--- src/rtl/gbn_sender.sv ---
module gbn_sender #(
  parameter int SEQ_W = 3,
  parameter int WIN   = 4,
  parameter int TMR_W = 16
) (
  input  logic             clk,
  input  logic             rst_n,
  input  logic             new_req,
  output logic             new_gnt,
  output logic             tx_valid,
  output logic [SEQ_W-1:0] tx_seq,
  output logic             tx_rtx,
  input  logic             ack_valid,
  input  logic             ack_nak,
  input  logic [SEQ_W-1:0] ack_seq,
  input  logic [TMR_W-1:0] timeout_cycles,
  output logic [SEQ_W-1:0] in_flight,
  output logic             replaying
);

  localparam logic [SEQ_W-1:0] WIN_V = SEQ_W'(WIN);
  localparam logic [SEQ_W-1:0] ONE   = SEQ_W'(1);

  logic [SEQ_W-1:0] base_q, hi_q, rp_q;
  logic             rpl_q;
  logic [TMR_W-1:0] tmr_q;

  logic [SEQ_W-1:0] out_cnt, ack_off, base_nx, hi_nx, rp_step, rp_nx;
  logic             ack_hit, tmr_exp, loss, rpl_nx, skip;
  logic [TMR_W-1:0] tmr_nx;

  assign out_cnt = hi_q - base_q;
  assign ack_off = ack_seq - base_q;
  assign ack_hit = ack_valid && (ack_off < out_cnt);
  assign tmr_exp = (out_cnt != '0) &&
                   (({1'b0, tmr_q} + 1'b1) >= {1'b0, timeout_cycles});
  assign loss    = (ack_hit && ack_nak) || (tmr_exp && !ack_hit);

  assign new_gnt   = new_req && !rpl_q && !loss && (out_cnt < WIN_V);
  assign tx_rtx    = rpl_q && !loss;
  assign tx_valid  = new_gnt || tx_rtx;
  assign tx_seq    = rpl_q ? rp_q : hi_q;
  assign in_flight = out_cnt;
  assign replaying = rpl_q;

  assign base_nx = ack_hit ? ack_seq + ONE : base_q;
  assign hi_nx   = hi_q + SEQ_W'(new_gnt);
  assign rp_step = rp_q + ONE;
  assign skip    = ack_hit && ((rp_step - base_q) < (base_nx - base_q));

  always_comb begin
    if (loss) begin
      rp_nx  = base_nx;
      rpl_nx = (base_nx != hi_q);
    end else if (rpl_q) begin
      rp_nx  = skip ? base_nx : rp_step;
      rpl_nx = (rp_nx != hi_q);
    end else begin
      rp_nx  = hi_nx;
      rpl_nx = 1'b0;
    end
  end

  always_comb begin
    if (hi_nx == base_nx)
      tmr_nx = '0;
    else if (ack_hit || loss || out_cnt == '0)
      tmr_nx = '0;
    else if (tmr_q != '1)
      tmr_nx = tmr_q + 1'b1;
    else
      tmr_nx = tmr_q;
  end

  always_ff @(posedge clk) begin
    if (!rst_n) begin
      base_q <= '0;
      hi_q   <= '0;
      rp_q   <= '0;
      rpl_q  <= 1'b0;
      tmr_q  <= '0;
    end else begin
      base_q <= base_nx;
      hi_q   <= hi_nx;
      rp_q   <= rp_nx;
      rpl_q  <= rpl_nx;
      tmr_q  <= tmr_nx;
    end
  end

endmodule

--- config.mk ---
export PLATFORM = sky130hd
export DESIGN_NAME = gbn_sender
export DESIGN_NICKNAME = d
export VERILOG_FILES = /design/src/rtl/gbn_sender.sv
export SDC_FILE = /design/constraint.sdc
export NUM_CORES = 1
export LEC_CHECK = 0
export BUFFER_PORTS_ARGS = -buffer_cell sky130_fd_sc_hd__clkbuf_2
export CORE_ASPECT_RATIO = 0.9
export CORE_UTILIZATION = 50
export DETAILED_ROUTE_END_ITERATION = 10
export PLACE_DENSITY = 0.71
export SYNTH_ARGS = -nofsm -noshare
export SYNTH_HDL_FRONTEND = slang
export SYNTH_SLANG_ARGS = --single-unit
--- constraint.sdc ---
create_clock -name clk -period 5.4 [get_ports clk]
set_clock_uncertainty 0.2 [all_clocks]
set_input_delay 0.54 -clock clk [delete_from_list [all_inputs] [get_ports clk]]
set_output_delay 0.54 -clock clk [all_outputs]
set_load 0.02 [all_outputs]
==> flow_metrics.tcl, run 1 <==
set metrics [dict create \
    worstPathArrival_ns 5.04 \
    ir_worst_vdd_mv 0.230 \
    dp_hpwl_um 3620 \
    antenna_found_initial 0 \
    cp_max_fo 7 \
    start_util_pct 52.0 \
    grt-ovfl-total 0 \
    max-cap-violations 0 \
    grt_pass1_wl_um 7380 \
    vias 1816 \
    yosys_register_bits 26 \
    setup-tns-final_ns 0 \
    postLayoutCellArea_um2 2600 \
    crit_top_cell "ha_1" \
    drcViolationCount 0 \
    p_leak_nw 1.32 \
    numPortBuffers 33 \
    cp.required_ns 5.36 \
    drive_gt1_share_pct 23.4 \
    clk-insertion-delay-late_ns 0.27 \
    place_ws_ns 0.246 \
    worst_pin_slew_ns 0.576 \
    finalNonFillerCells 357 \
    drt.antenna.violating_nets 0 \
    crit_path_top_delay_cell "fa_1" \
    synth_cell_type_count 46 \
    drt_iter0_drc 78 \
    num_rows 23 \
    final_cell_mix "inv_1, clkbuf_2, ha_1, dfxtp_1, xnor2_1" \
    cts_tree "done" \
    fin_crit_ns 5.08 \
    drtPass1Iterations 4 \
    htreeDepth 1 \
    cts_max_path_buffers 2 \
    min_path_type "in2reg" \
    reg2reg_slack_ns 0.32 \
    layout_commonest_cell "inv_1" \
    outcome "complete, no violations" \
    drv_slew 0 \
    cts_resized 0 \
    syn_avg_cell_area_um2 8.93 \
    wl_per_cell_um 12.2 \
    syn_area_um2 2300 \
    cts-root-buf "clkbuf_8" \
    synthToLayoutAreaGrowth_pct 12.9 \
    maxSlewHeadroom_pct 60.5 \
    cpPeakStageDelay_ns 0.46 \
    dp.cells 352 \
    powerDensity_nw_per_um2 494 \
    clk_pin_slew_ns 0.09 \
    synth_cells 258 \
    ys_seq_area_share_pct 22.6 \
    placed_cell_area_um2 2540 \
    crit_chain "inv_1 > ha_1 > fa_1 > xnor2_4 > xor2_2 > ha_1 > nand2_1 > o2111ai_4 > nor2_1 > a21oi_2 > ha_1 > fa_1 > ha_1 > a21o_1 > a211o_1 > mux2_2 > xor2_1 > o211ai_1 > a21oi_1" \
    setup_slack_ns 0.322 \
    track_usage_pct 19.9 \
    routed_wl_um 4350 \
    endpoint "replaying" \
    startpoint "hi_q[0]" \
    fin_nets 353 \
    min_period_over_period_pct 94.0 \
    syn_nets 315 \
    cts_buffers 3 \
    dieArea_um2 4880 \
    die_x_um 73.5 \
    cp-start-kind "flop" \
    max_freq_ghz 0.197 \
    viasPerCell 5.09 \
    rr_endpoint "replaying" \
    setup_violations 0 \
    path_class "reg2reg" \
    ios 34 \
    grt_max_degree 17 \
    end_kind "flop" \
    rsz0062_at_grt "no" \
    yosys_warnings 0 \
    coreArea_um2 4430 \
    diodes 0 \
    clock_sinks 26 \
    hold_viol 0 \
    total_power_w 0.00129 \
    rr_worst_depth 19 \
    first_global_vias 1639 \
    gp_congestion 0.892 \
    rr_startpoint "hi_q[0]" \
    die_h_um 66.4 \
]
[logic make-up after synthesis]
group | synth area share [%]
fa+ha+maj | 19.2
mux | 3.75
flops | 22.6
simple gates | 14.9
buf+inv | 8.47
xor+xnor | 15.2
compound gates | 15.9
[timing repair]
item | 4_1_cts | 5_1_grt
setup buffers | 0 | 1
setup endpoints to repair | 0 | 1
hold buffers | 0 | 0
endpoints found under the hold margin | 0 | 0
[metal layers]
| metal | part of all wire [%] | GRT usage [%] | wire length (um) |
|---|---|---|---|
| met1 | 50 | 29.0 | 2190 |
| met2 | 44 | 30.6 | 1920 |
| met3 | 4.8 | 3.35 | 208 |
| met4 | 0.46 | 3.61 | 20 |
| met5 | 0 | 0 | 0 |
[synthesized netlist by cell type (all sizes together)]
| master | count | area (um^2) |
|---|---|---|
| ha | 29 | 363 |
| mux2 | 2 | 22.5 |
| o311ai | 1 | 26.3 |
| xnor2 | 21 | 203 |
| and4 | 2 | 17.5 |
| nand4 | 6 | 43.8 |
| clkbuf | 2 | 7.51 |
| o21ai | 5 | 25.0 |
| a21oi | 22 | 144 |
| a31o | 1 | 8.76 |
| a31oi | 2 | 12.5 |
| or2 | 1 | 6.26 |
| a211oi | 3 | 27.5 |
| mux2i | 6 | 63.8 |
| nor2 | 18 | 75.1 |
| and2 | 6 | 37.5 |
| fa | 4 | 80.1 |
| nor3 | 4 | 20.0 |
| nand2b | 1 | 6.26 |
| o211ai | 2 | 15.0 |
| nand3 | 8 | 40.0 |
| and4b | 1 | 10.0 |
| xor2 | 16 | 148 |
| o31ai | 1 | 21.3 |
| and3 | 2 | 12.5 |
| a21o | 2 | 15.0 |
| inv | 42 | 158 |
| o2111ai | 1 | 26.3 |
| and3b | 1 | 8.76 |
| a221oi | 2 | 35.0 |
| nor2b | 4 | 27.5 |
| buf | 3 | 30.0 |
| a211o | 1 | 8.76 |
| dfxtp | 26 | 521 |
| nand2 | 10 | 37.5 |
[power breakdown]
part / internal (W) / leakage [nW] / switching, W
Sequential: 0.000220 / 0.211 / 0.0000442
Combinational: 0.000386 / 1.08 / 0.000510
Clock: 0.0000652 / 0.0288 / 0.0000605
Total: 0.000671 / 1.32 / 0.000615
[worst max-delay path: cells and delay by family, from the launching register on]
family | cells | cell delay [ns]
fa+ha+maj | 6 | 1.90
compound gates | 6 | 1.34
xor+xnor | 3 | 0.49
flops | 1 | 0.41
mux | 1 | 0.33
simple gates | 2 | 0.19
buf+inv | 1 | 0.10
[area by class of cell]
class | count | area, um^2
timing repair buffer | 38 | 203
clock buffer | 4 | 55.1
multi-input combinational | 185 | 1590
sequential | 26 | 520
fill | 409 | 1830
inverter | 42 | 158
tap | 62 | 77.6
[registers in the layout, summed over array words and instances (netlist names)]
name and flops:
tmr_q 16, base_q 3, replaying 1, rp_q 3, hi_q 3
[metrics by stage]
stage / util [%] / hold WS [ns]
after floorplan: - / 0.320
after global placement: 57.3 / 0.342
after detailed placement: 57.3 / 0.348
after CTS: 58.5 / 0.314
after global routing: 58.7 / 0.323
final: 58.7 / 0.321
[how the worst min path moves through the flow]
stage,cells after the start,end,from
final,2,hi_q[2],rst_n
after global routing,2,hi_q[0],rst_n
after CTS,2,hi_q[2],rst_n
after detailed placement,2,tmr_q[14],tmr_q[14]
after global placement,2,tmr_q[14],tmr_q[14]
after floorplan,2,tmr_q[1],tmr_q[1]
Power figures use the tool's default switching activity.
==> run 2, diff against run 1 <==
--- a/config.mk
+++ b/config.mk
@@ -7,9 +7,9 @@
 export LEC_CHECK = 0
 export BUFFER_PORTS_ARGS = -buffer_cell sky130_fd_sc_hd__clkbuf_2
 export CORE_ASPECT_RATIO = 0.9
-export CORE_UTILIZATION = 50
+export CORE_UTILIZATION = 58
 export DETAILED_ROUTE_END_ITERATION = 10
-export PLACE_DENSITY = 0.71
+export PLACE_DENSITY = 0.81
 export SYNTH_ARGS = -nofsm -noshare
 export SYNTH_HDL_FRONTEND = slang
 export SYNTH_SLANG_ARGS = --single-unit
==> run 2 against run 1 <==
Net effect:
- flip-flop and latch count stayed put
- worst hold slack better by 0.013 ns
- sequential share of layout area up 0.32 points
- first-iteration DRC count is 1.3% lower
- cell area fell by 1.6%
- highest routed layer unchanged
- clock power shrank 14%
- non-clock buffer count fell by 1
- sequential power hardly changed
- largest cell class unchanged
- register-to-register slack gained 0.03 ns
==> flow_metrics.tcl, run 2 (synthesized netlist as in run 1, its figures left out) <==
set metrics [dict create \
    outcome "complete, no violations" \
    diodes 0 \
    path_depth 19 \
    finalNonFillerCells 339 \
    cp-start-kind "flop" \
    p_leak_nw 1.31 \
    path_class "reg2reg" \
    worst_pin_slew_ns 0.489 \
    grt_max_degree 17 \
    cp.required_ns 5.35 \
    max_freq_ghz 0.198 \
    crit_chain "inv_1 > ha_1 > fa_1 > xnor2_4 > xor2_2 > ha_1 > nand2_1 > o2111ai_4 > nor2_1 > a21oi_2 > ha_1 > fa_1 > ha_1 > a21o_1 > a211o_1 > mux2_2 > xor2_1 > o211ai_1 > a21oi_1" \
    clk-insertion-delay-late_ns 0.27 \
    htreeDepth 1 \
    coreArea_um2 3760 \
    clk_pin_slew_ns 0.08 \
    setup-tns-final_ns 0 \
    critPathTopFamily "adder cells" \
    crit_path_top_delay_cell "fa_1" \
    dp_hpwl_um 3870 \
    clock_sinks 26 \
    fin_nets 352 \
    startpoint "hi_q[0]" \
    endpoint "replaying" \
    worstPathArrival_ns 5.00 \
    rr_endpoint "replaying" \
    ios 34 \
    maxSlewHeadroom_pct 66.5 \
    cts_buffers 3 \
    drt_iter0_drc 77 \
    fin_crit_ns 5.05 \
    drcViolationCount 0 \
    min_path_type "in2reg" \
    numPortBuffers 33 \
    dp.cells 335 \
    drv_slew 0 \
    track_usage_pct 24.0 \
    ir_worst_vdd_mv 0.253 \
    ctsHoldBuffers 0 \
    cp_max_fo 6 \
    hold_viol 0 \
    crit_top_cell "ha_1" \
    antenna_found_initial 0 \
    cts_max_path_buffers 2 \
    grt_pass1_wl_um 7470 \
    cts_resized 0 \
    gp_congestion 0.964 \
    powerDensity_nw_per_um2 499 \
    die_h_um 61.8 \
    fillers 312 \
    routed_wl_um 4670 \
    cpPeakStageDelay_ns 0.45 \
    max-cap-violations 0 \
    min_period_over_period_pct 93.6 \
    drtPass1Iterations 4 \
    first_global_vias 1625 \
    start_util_pct 61.3 \
    rsz0062_at_grt "no" \
    reg2reg_slack_ns 0.35 \
    place_ws_ns 0.256 \
    grt-ovfl-total 0 \
    layout_commonest_cell "inv_1" \
    die_x_um 68.4 \
    rr_startpoint "hi_q[0]" \
    largest_register_ffs 16 \
    wl_per_cell_um 13.8 \
    vias 1803 \
    hold_slack_ns 0.335 \
    num_rows 21 \
    cts-root-buf "clkbuf_8" \
    dieArea_um2 4230 \
    cts_tree "done" \
    setup_slack_ns 0.347 \
    regMostFlops "tmr_q" \
    drt.antenna.violating_nets 0 \
    end_kind "flop" \
    viasPerCell 5.32 \
    rr_worst_depth 19 \
    setup_violations 0 \
    total_power_w 0.00128 \
    cp_num_buf_inv 1 \
    final_cell_mix "inv_1, clkbuf_2, ha_1, dfxtp_1, xnor2_1" \
    synthToLayoutAreaGrowth_pct 11.1 \
    drive_gt1_share_pct 22.9 \
]
-- run 2: changes by cell type in the layout (fill, tap and decap cells not counted) --
cell / delta
clkbuf_8: -1
buf_4: -1
-- run 2: worst min-delay path by stage --
| stage | start | to | slack, ns | depth (start not counted) |
|---|---|---|---|---|
| after floorplan | tmr_q[1] | tmr_q[1] | 0.32 | 2 |
| after global placement | tmr_q[14] | tmr_q[14] | 0.34 | 2 |
| after detailed placement | tmr_q[1] | tmr_q[1] | 0.36 | 2 |
| after CTS | rst_n | hi_q[2] | 0.33 | 2 |
| after global routing | rst_n | hi_q[2] | 0.35 | 2 |
| final | rst_n | hi_q[2] | 0.33 | 2 |
-- run 2: power by group --
| part | switching, W | leakage, nW | internal [W] | total, W |
|---|---|---|---|---|
| Clock | 0.0000583 | 0.0216 | 0.0000500 | 0.000108 |
| Sequential | 0.0000469 | 0.211 | 0.000220 | 0.000267 |
| Combinational | 0.000519 | 1.08 | 0.000383 | 0.000902 |
| Total | 0.000624 | 1.31 | 0.000653 | 0.00128 |
-- run 2: final cells by class --
| type | count | area (um^2) | area share (%) |
|---|---|---|---|
| Timing Repair Buffer | 37 | 195 | 7.62 |
| Multi-Input combinational cell | 185 | 1590 | 62.0 |
| Inverter | 42 | 158 | 6.16 |
| Tap cell | 46 | 57.6 | 2.25 |
| Sequential cell | 26 | 520 | 20.3 |
| Clock buffer | 3 | 41.3 | 1.61 |
-- run 2: stage by stage --
stage | instance area [um^2] | util [%]
4_1_cts | 2550 | 67.9
3_3_place_gp | 2510 | 66.8
6_report | 2560 | 68.1
3_5_place_dp | 2510 | 66.8
5_1_grt | 2560 | 68.1
2_1_floorplan | 2300 | -
-- run 2: worst register-to-register path, stage by stage (launching register included) --
cell and delay, ns:
dfxtp_1 0.42, inv_1 0.11, ha_1 0.20, fa_1 0.45, xnor2_4 0.16, xor2_2 0.19
ha_1 0.32, nand2_1 0.09, o2111ai_4 0.29, nor2_1 0.09, a21oi_2 0.25, ha_1 0.22
fa_1 0.41, ha_1 0.29, a21o_1 0.16, a211o_1 0.38, mux2_2 0.33, xor2_1 0.14
o211ai_1 0.17, a21oi_1 0.08
-- run 2: per-layer routing --
metal  vias up  share of wire, %  track usage, %
met5         -                 0               0
met4         0              0.73            4.46
met3         4               4.3            2.74
met2        34                46            38.2
met1       830                49            35.0
li1        935                 -               -
-- run 2: repair_timing --
action,4_1_cts,5_1_grt
endpoints found under the setup margin,0,1
hold endpoints to repair,0,0
setup buffers,0,1
==> run 3, diff against run 2 <==
--- a/config.mk
+++ b/config.mk
@@ -6,7 +6,8 @@
 export NUM_CORES = 1
 export LEC_CHECK = 0
 export BUFFER_PORTS_ARGS = -buffer_cell sky130_fd_sc_hd__clkbuf_2
-export CORE_ASPECT_RATIO = 0.9
+export CAP_MARGIN = 10
+export CORE_ASPECT_RATIO = 1.25
 export CORE_UTILIZATION = 58
 export DETAILED_ROUTE_END_ITERATION = 10
 export PLACE_DENSITY = 0.81
==> constraint.sdc (replaced) <==
create_clock -name clk -period 5.4 [get_ports clk]
set_clock_uncertainty 0.2 [all_clocks]
set_input_delay 1.08 -clock clk [delete_from_list [all_inputs] [get_ports clk]]
set_output_delay 1.08 -clock clk [all_outputs]
set_load 0.02 [all_outputs]
==> run 3 against run 2 <==
Net effect:
- global-route usage is 1.3 points lower
- critical path depth shrank 4
- final cell count is 3.5% higher
- clock-buffer cell count is 1 higher
- utilization increased by 0.73 points
- power up 2.1%
- worst hold slack better by 0.049 ns
- clock power rose by 14%
- critical endpoint is now tx_valid
==> flow_metrics.tcl, run 3 (synthesized netlist as in run 1, its figures left out) <==
set metrics [dict create \
    outcome "complete, no violations" \
    drtPass1Iterations 4 \
    max_freq_ghz 0.198 \
    routed_wl_um 4390 \
    cp_num_buf_inv 7 \
    grt-ovfl-total 0 \
    grt_pass1_wl_um 7460 \
    maxSlewHeadroom_pct 69.7 \
    rsz0062_at_grt "no" \
    first_global_vias 1795 \
    cp-start-kind "input pin" \
    drcViolationCount 0 \
    min_path_type "reg2reg" \
    regMostFlops "tmr_q" \
    crit_path_top_delay_cell "fa_1" \
    total_power_w 0.00130 \
    multiInputGateArea_um2 1590 \
    htreeDepth 1 \
    drt_iter0_drc 48 \
    wl_per_cell_um 12.5 \
    min_period_over_period_pct 93.7 \
    cts_buffers 3 \
    dp_hpwl_um 3640 \
    cp_max_fo 11 \
    cts-root-buf "clkbuf_8" \
    largest_register_ffs 16 \
    whs_endpoint "tmr_q[1]" \
    start_util_pct 60.9 \
    cp.required_ns 4.12 \
    rr_worst_depth 19 \
    ir_worst_vdd_mv 0.396 \
    fin_nets 355 \
    worst_pin_slew_ns 0.442 \
    min-delay-start "tmr_q[1]" \
    hold_depth 2 \
    ctsHoldBuffers 0 \
    fillers 316 \
    fin_crit_ns 5.06 \
    clk-insertion-delay-late_ns 0.26 \
    drv_slew 0 \
    die_x_um 58.4 \
    hold_viol 0 \
    max-cap-violations 0 \
    rr_startpoint "hi_q[0]" \
    num_rows 25 \
    powerDensity_nw_per_um2 500 \
    dieArea_um2 4230 \
    clock_sinks 26 \
    path_class "in2out" \
    end_kind "primary output" \
    cts_max_path_buffers 2 \
    track_usage_pct 22.6 \
    diodes 0 \
    reg2reg_slack_ns 0.46 \
    final_cell_mix "inv_1, clkbuf_2, ha_1, dfxtp_1, xnor2_1" \
    p_leak_nw 1.33 \
    crit_top_cell "inv_1" \
    post_cts_buffers 0 \
    layout_commonest_cell "inv_1" \
    rr_endpoint "replaying" \
    setup_violations 0 \
    worstPathArrival_ns 3.78 \
    cpPeakStageDelay_ns 0.37 \
    coreArea_um2 3780 \
    gp_congestion 0.848 \
    numPortBuffers 33 \
    viasPerCell 5.23 \
    drive_gt1_share_pct 23.9 \
    seqCellArea_um2 520 \
    setup-tns-final_ns 0 \
    vias 1836 \
    grt_max_degree 17 \
    drt.antenna.violating_nets 0 \
    final_util_pct 68.9 \
    ios 34 \
    cts_tree "done" \
    synthToLayoutAreaGrowth_pct 13.1 \
    cts_resized 0 \
    critPathTopFamily "buffers and inverters" \
    clk_pin_slew_ns 0.08 \
    die_h_um 72.5 \
    antenna_found_initial 0 \
    crit_chain "clkbuf_2 > inv_1 > ha_1 > inv_1 > fa_1 > xnor2_1 > ha_1 > nand2_1 > o2111ai_4 > buf_4 > inv_1 > a221oi_4 > buf_4 > nor2b_1 > clkbuf_2" \
]
[run 3: per-stage QoR]
stage | area (um^2) | hold WS [ns] | instances | worst slack [ns]
CTS | 2610 | 0.387 | 351 | 0.325
detailed placement | 2550 | 0.355 | 347 | 0.116
floorplan | 2300 | 0.320 | 258 | 0.243
global placement | 2550 | 0.337 | 347 | 0.230
finish | 2610 | 0.384 | 351 | 0.338
global route | 2610 | 0.426 | 351 | 0.0671
[run 3: worst max path at each step]
stage	cells after the start	slack, ns	end	start
CTS	15	0.33	tx_valid	ack_seq[0]
floorplan	19	0.24	replaying	ack_seq[0]
finish	15	0.34	tx_valid	ack_seq[0]
detailed placement	20	0.12	replaying	ack_seq[0]
global placement	20	0.23	replaying	ack_seq[0]
global route	21	0.07	replaying	ack_seq[0]
[run 3: layout make-up]
| class | count | area share [%] |
|---|---|---|
| multi-input cells | 185 | 60.9 |
| flip-flops and latches | 26 | 20.0 |
| clock buffers | 4 | 2.11 |
| inverters | 42 | 6.05 |
| well taps | 54 | 2.59 |
| repair buffers | 40 | 8.35 |
[run 3: power by group]
part,total (W),switching (W),internal [W]
clock,0.000123,0.0000575,0.0000650
sequential,0.000267,0.0000476,0.000220
combinational,0.000914,0.000510,0.000404
total,0.00130,0.000615,0.000689
[run 3: worst register-to-register path: stages (launching register included)]
cell and delay (ns):
dfxtp_1 0.43, inv_1 0.11, ha_1 0.20, fa_1 0.45, xnor2_4 0.19, xor2_2 0.30, ha_1 0.30, nand2_1 0.10
o2111ai_4 0.20, nor2_1 0.17, a21oi_2 0.06, ha_1 0.20, fa_1 0.44, ha_1 0.30, a21o_1 0.16, a211o_1 0.31
mux2_2 0.30, xor2_1 0.14, o211ai_1 0.17, a21oi_1 0.09
[run 3: layer usage]
layer | GRT usage, % | wire length (um) | up-vias
met2 | 42.5 | 2290 | 35
li1 | - | - | 946
met1 | 25.6 | 1870 | 846
met4 | 9.26 | 113 | 0
met3 | 2.32 | 118 | 9
met5 | 0 | 0 | -
